<file path="config.mk">
export PLATFORM = sky130hd
export DESIGN_NAME = trap_entry_unit
export DESIGN_NICKNAME = d
export VERILOG_FILES = /design/src/rtl/tentry_pkg.sv /design/src/rtl/tentry_irq_arb.sv /design/src/rtl/tentry_win_step.sv /design/src/rtl/trap_entry_unit.sv
export SDC_FILE = /design/constraint.sdc
export NUM_CORES = 1
export LEC_CHECK = 0
export BUFFER_PORTS_ARGS = -buffer_cell sky130_fd_sc_hd__buf_2
export CORE_ASPECT_RATIO = 1.75
export CORE_MARGIN = 2
export CORE_UTILIZATION = 45
export CTS_BUF_LIST = sky130_fd_sc_hd__clkbuf_16
export DETAILED_ROUTE_END_ITERATION = 10
export GPL_TIMING_DRIVEN = 1
export PLACE_DENSITY = 0.79
export REMOVE_ABC_BUFFERS = 1
export SLEW_MARGIN = 20
export SYNTH_ARGS = -nofsm -noshare
export SYNTH_HDL_FRONTEND = slang
export SYNTH_SLANG_ARGS = --single-unit
</file>
<file path="constraint.sdc">
create_clock -name clk_i -period 2.45 [get_ports clk_i]
set_clock_uncertainty 0.2 [all_clocks]
set_input_delay 0.3675 -clock clk_i [delete_from_list [all_inputs] [get_ports clk_i]]
set_output_delay 0.3675 -clock clk_i [all_outputs]
set_load 0.02 [all_outputs]
</file>
<file path="src/rtl/tentry_pkg.sv">
package tentry_pkg;
  localparam int unsigned TBA_W   = 20;
  localparam int unsigned TT_W    = 8;
  localparam int unsigned PIL_W   = 4;
  localparam int unsigned VZERO_W = 4;
  localparam int unsigned VEC_W   = TBA_W + TT_W + VZERO_W;
  localparam logic [TT_W-1:0]  IRQ_TT_BASE = 8'h10;
  localparam logic [PIL_W-1:0] PIL_NMI     = '1;
endpackage

</file>
<file path="src/rtl/tentry_irq_arb.sv">
module tentry_irq_arb
  import tentry_pkg::*;
(
  input  logic             clk_i,
  input  logic             rst_ni,
  input  logic             et_i,
  input  logic [PIL_W-1:0] pil_i,
  input  logic [PIL_W-1:0] lvl_i,
  input  logic             treq_i,
  input  logic [TT_W-1:0]  ttype_i,
  output logic             accept_o,
  output logic             take_o,
  output logic [TT_W-1:0]  tt_o
);
  logic lvl_ok;

  always_comb begin
    lvl_ok   = (lvl_i != '0) && ((lvl_i > pil_i) || (lvl_i == PIL_NMI));
    accept_o = et_i && lvl_ok;
    take_o   = et_i && (treq_i || lvl_ok);
    // synchronous request outranks interrupt
    tt_o     = treq_i ? ttype_i : (IRQ_TT_BASE + TT_W'(lvl_i));
  end

  assert_no_irq_at_zero_R5: assert property (@(posedge clk_i) disable iff (!rst_ni)
    (lvl_i == '0) |-> !accept_o);
  assert_sync_wins_R6: assert property (@(posedge clk_i) disable iff (!rst_ni)
    (take_o && treq_i) |-> (tt_o == ttype_i));
endmodule

</file>
<file path="src/rtl/tentry_win_step.sv">
module tentry_win_step #(
  parameter int unsigned NWIN  = 8,
  parameter int unsigned CWP_W = $clog2(NWIN)
) (
  input  logic [CWP_W-1:0] cwp_i,
  output logic [CWP_W-1:0] cwp_o
);
  localparam bit POW2 = ((1 << CWP_W) == NWIN);

  generate
    if (POW2) begin : g_pow2
      assign cwp_o = cwp_i - 1'b1;
    end else begin : g_wrap
      assign cwp_o = (cwp_i == '0) ? CWP_W'(NWIN - 1) : (cwp_i - 1'b1);
    end
  endgenerate
endmodule

</file>
<file path="src/rtl/trap_entry_unit.sv">
module trap_entry_unit
  import tentry_pkg::*;
#(
  parameter int unsigned NWIN  = 8,
  parameter int unsigned CWP_W = $clog2(NWIN)
) (
  input  logic             clk_i,
  input  logic             rst_ni,
  input  logic             trap_req_i,
  input  logic [7:0]       trap_type_i,
  input  logic [3:0]       irq_level_i,
  input  logic             base_we_i,
  input  logic [19:0]      base_wdata_i,
  input  logic             state_we_i,
  input  logic [3:0]       state_pil_i,
  input  logic             state_s_i,
  input  logic             state_et_i,
  input  logic [CWP_W-1:0] state_cwp_i,
  output logic [31:0]      vector_o,
  output logic             trap_taken_o,
  output logic             irq_accept_o,
  output logic             s_o,
  output logic             ps_o,
  output logic             et_o,
  output logic [3:0]       pil_o,
  output logic [CWP_W-1:0] cwp_o,
  output logic             error_mode_o
);
  logic [TBA_W-1:0] tba_q;
  logic [TT_W-1:0]  tt_q, tt_d;
  logic             s_q, ps_q, et_q, err_q, taken_q, take;
  logic [PIL_W-1:0] pil_q;
  logic [CWP_W-1:0] cwp_q, cwp_dec;

  tentry_irq_arb u_arb (
    .clk_i    (clk_i),
    .rst_ni   (rst_ni),
    .et_i     (et_q),
    .pil_i    (pil_q),
    .lvl_i    (irq_level_i),
    .treq_i   (trap_req_i),
    .ttype_i  (trap_type_i),
    .accept_o (irq_accept_o),
    .take_o   (take),
    .tt_o     (tt_d)
  );

  tentry_win_step #(.NWIN(NWIN), .CWP_W(CWP_W)) u_win (
    .cwp_i (cwp_q),
    .cwp_o (cwp_dec)
  );

  always_ff @(posedge clk_i or negedge rst_ni) begin
    if (!rst_ni) begin
      s_q     <= 1'b1;
      ps_q    <= 1'b0;
      et_q    <= 1'b0;
      pil_q   <= '0;
      cwp_q   <= '0;
      tt_q    <= '0;
      taken_q <= 1'b0;
    end else begin
      taken_q <= take;
      if (take) begin
        ps_q  <= s_q;
        s_q   <= 1'b1;
        et_q  <= 1'b0;
        cwp_q <= cwp_dec;
        tt_q  <= tt_d;
      end else if (state_we_i) begin
        pil_q <= state_pil_i;
        s_q   <= state_s_i;
        et_q  <= state_et_i;
        cwp_q <= state_cwp_i;
      end
    end
  end

  always_ff @(posedge clk_i or negedge rst_ni) begin
    if (!rst_ni)        tba_q <= '0;
    else if (base_we_i) tba_q <= base_wdata_i;
  end

  always_ff @(posedge clk_i or negedge rst_ni) begin
    if (!rst_ni)                   err_q <= 1'b0;
    else if (trap_req_i && !et_q)  err_q <= 1'b1;
  end

  assign vector_o     = {tba_q, tt_q, {VZERO_W{1'b0}}};
  assign trap_taken_o = taken_q;
  assign s_o          = s_q;
  assign ps_o         = ps_q;
  assign et_o         = et_q;
  assign pil_o        = pil_q;
  assign cwp_o        = cwp_q;
  assign error_mode_o = err_q;

  assert_entry_mode_R2: assert property (@(posedge clk_i) disable iff (!rst_ni)
    trap_taken_o |-> (s_o && !et_o && (ps_o == $past(s_o))));
  assert_single_pulse_R2: assert property (@(posedge clk_i) disable iff (!rst_ni)
    trap_taken_o |=> !trap_taken_o);
  assert_cwp_wrap_R3: assert property (@(posedge clk_i) disable iff (!rst_ni)
    trap_taken_o |-> (cwp_o == (($past(cwp_o) == '0) ? CWP_W'(NWIN - 1)
                                                      : CWP_W'($past(cwp_o) - 1'b1))));
  assert_cwp_legal_R3: assert property (@(posedge clk_i) disable iff (!rst_ni)
    32'(cwp_o) < NWIN);
  assert_err_sticky_R7: assert property (@(posedge clk_i) disable iff (!rst_ni)
    (error_mode_o || (trap_req_i && !et_o)) |=> error_mode_o);
  assert_base_hold_R8: assert property (@(posedge clk_i) disable iff (!rst_ni)
    !base_we_i |=> $stable(vector_o[31:12]));
  assert_tt_hold_R8: assert property (@(posedge clk_i) disable iff (!rst_ni)
    !et_o |=> $stable(vector_o[11:4]));
endmodule

</file>
==> impl_metrics.json <==
{
  "clock.fmax_mhz": 418,
  "cp_cell_sequence": "inv_1 > ha_1 > nor2b_1 > o211ai_1 > a21o_4 > inv_1 > buf_2",
  "rr_worst_depth": 7,
  "status": "completed",
  "drc": 0,
  "antenna_cells": 0,
  "synth_area_um2": 1790,
  "arrival_ps": 1820,
  "pin_count": 91,
  "row_count": 30,
  "synth.area.top_cells": "dfrtp_1 (55%), mux2_2 (16%), ha_1 (3.5%)",
  "power.density_nw_per_um2": 1000,
  "via_per_inst": 5.01,
  "cts_hold_buffers": 0,
  "grt-busiest-layer": "met2",
  "grt_antenna_before_repair": 0,
  "cpLargestDelayFamily": "buffers and inverters",
  "startpoint": "pil_o[1]",
  "die_w_um": 51.6,
  "worstMarginPinSlew_ps": 878,
  "synth_area_per_cell_um2": 12.8,
  "clk_pin_slew_ps": 50,
  "slew_headroom": 0.415,
  "crit_path_start_kind": "flop",
  "synth.distinct_cells": 31,
  "cts_sinks": 40,
  "tns_ps": 0,
  "h-tree-depth": 2,
  "yosysWarnings": 0,
  "dp_hpwl_mm": 3.07,
  "grt_max_degree": 41,
  "grt_use_total": 0.184,
  "die-area_um2": 4510,
  "synth_seq_cells": 40,
  "area_delta_synth_final_pct": 32.4,
  "reg2reg_from": "pil_o[1]",
  "rsz0062_at_grt": "false",
  "worst_r2r_endpoint": "ps_o",
  "utilization": 0.617,
  "setup_viol": 0,
  "worst_setup_path_end_kind": "output port",
  "synth_top_area_frac": 0.547,
  "critPathKind": "flop to output port",
  "numPortBuffers": 86,
  "start_util": 0.466,
  "drt-initial-drc-count": 22,
  "grtUsageMet1": 0.201,
  "clk-insertion-delay-late_ps": 270,
  "p_leak_nw": 1.20,
  "drive_gt1_frac": 0.551,
  "drtPass1Iterations": 4,
  "period_share": 0.976,
  "vias": 1378,
  "met2_usage": 0.325,
  "grt_first_pass_wirelength_mm": 6.07,
  "ant_nets": 0,
  "vdd_drop_max_mv": 0.749,
  "core_um2": 3830,
  "crit_fanout": 6,
  "cp_num_buf_inv": 3,
  "final-max-slew-violation-count": 0,
  "cts_made_buffers": 5,
  "finalNetCount": 277,
  "cts_tree": "done",
  "drt_wl_total_mm": 3.94,
  "r2r_slack_ps": 380,
  "die_height_um": 87.3,
  "slowest_delay_ps": 370,
  "grt_overflow": 0,
  "maxCapViolations": 0,
  "cts_max_path_buffers": 2,
  "wl_per_cell_um": 14.3,
  "hold_violations": 0,
  "root_buffer": "clkbuf_16",
  "required_ps": 1880,
  "hp-class": "input port to async pin",
  "cp_slowest_cell": "dfrtp_1",
  "place_congestion": 0.765,
  "yosysTopAreaCell": "dfrtp_1",
  "syn_inst": 140,
  "use_met3": 0.0498,
  "seq_area_frac_synth": 0.561,
  "min_period_ps": 2390,
  "cpMostUsedCell": "inv_1",
  "grt_pass1_vias": 1311
}
metrics by stage:
stage / setup slack [ps] / power, mW / std cells / hold WS, ps / cell area, um^2
after floorplan: 396 / 1.47 / 133 / -128 / 1730
after global placement: 331 / 1.76 / 267 / 250 / 2220
after detailed placement: 255 / 1.80 / 267 / 251 / 2220
after CTS: 39.4 / 2.40 / 275 / 46.9 / 2360
after global routing: 5.93 / 2.52 / 275 / 96.1 / 2360
final: 59.3 / 2.37 / 275 / 16.5 / 2360
cell usage in the layout (no fill, tap or decap), drive strengths merged:
cell | Yosys | layout
a221oi | 1 | 1
and4 | 1 | 1
a311oi | 1 | 1
o21ai | 3 | 3
mux2i | 6 | 6
nand3 | 5 | 5
buf | 6 | 86
dfstp | 1 | 1
dfrtp | 39 | 39
ha | 5 | 5
clkinv | 0 | 2
a211oi | 3 | 3
nor2b | 1 | 1
inv | 8 | 9
and2 | 1 | 1
nor2 | 9 | 9
a21oi | 7 | 7
or4 | 1 | 1
mux2 | 25 | 25
nand2 | 6 | 6
o211ai | 2 | 2
clkbuf | 4 | 5
nand2b | 1 | 1
a21o | 2 | 2
conb | 1 | 4
nand4 | 1 | 1
kinds of logic (layout without fill, tap and decap cells):
family          count (synthesis)  count (layout)  share of synthesized area
compound gates                 19              19                     0.0778
mux                            31              31                      0.191
other cells                     1               4                    0.00210
flops                          40              40                      0.561
fa+ha+maj                       5               5                     0.0350
buf+inv                        18             102                     0.0533
simple gates                   26              26                     0.0792
state kept, by name (all words and copies together), names as in the netlist:
name / cells
tt_q: 8
ps_o: 1
s_o: 1
tba_q: 20
cwp_o: 3
error_mode_o: 1
et_o: 1
pil_o: 4
trap_taken_o: 1
layout make-up:
type                       instances  area [um^2]
fill                             330         1470
sequential                        40         1000
multi-input combinational         85          704
timing repair buffer              86          430
clock buffer                       5          125
tap                               48         60.1
inverter                           8         30.0
clock inverter                     3         11.3
power by group:
part	total (mW)	switching [mW]	internal, mW
Sequential	0.943	0.110	0.833
Clock	0.590	0.224	0.365
Combinational	0.839	0.516	0.323
Total	2.37	0.851	1.52
worst register-to-register path: cells and delay by family (launching register included):
kind | cells | cell delay [ps]
simple gates | 2 | 320
fa+ha+maj | 1 | 290
compound gates | 2 | 350
flops | 1 | 370
buf+inv | 1 | 60
mux | 1 | 350
cells in the mapped netlist:
cell / instances
a311oi_1: 1
a211oi_1: 3
and2_1: 1
nor2b_1: 1
nand2_4: 2
nand2_1: 3
and4_2: 1
a21o_1: 1
a21oi_1: 7
buf_2: 2
dfrtp_1: 39
clkbuf_1: 3
o21ai_0: 3
ha_1: 5
nand3_1: 5
o211ai_2: 1
o211ai_1: 1
buf_4: 4
nand2_2: 1
mux2i_1: 6
clkbuf_8: 1
conb_1: 1
nand2b_1: 1
a221oi_2: 1
or4_1: 1
nor2_1: 9
dfstp_2: 1
a21o_4: 1
mux2_2: 25
inv_1: 8
nand4_1: 1
routing by layer:
metal	vias up	routed length (um)
met5	-	0
met4	0	70
met3	6	318
met2	75	2030
met1	651	1520
li1	646	-
worst max path at each step:
stage	end	slack, ps	cells past startpoint
2_1_floorplan	cwp_o[2]	400	7
6_report	irq_accept_o	60	7
4_1_cts	irq_accept_o	40	6
3_5_place_dp	irq_accept_o	250	6
3_3_place_gp	irq_accept_o	330	6
5_1_grt	irq_accept_o	6	7
repair_timing:
item                                    in CTS  in global routing
gates resized for setup                      0                  1
endpoints found under the setup margin       0                  1
setup buffers                                0                  0
Power figures use the tool's default switching activity.
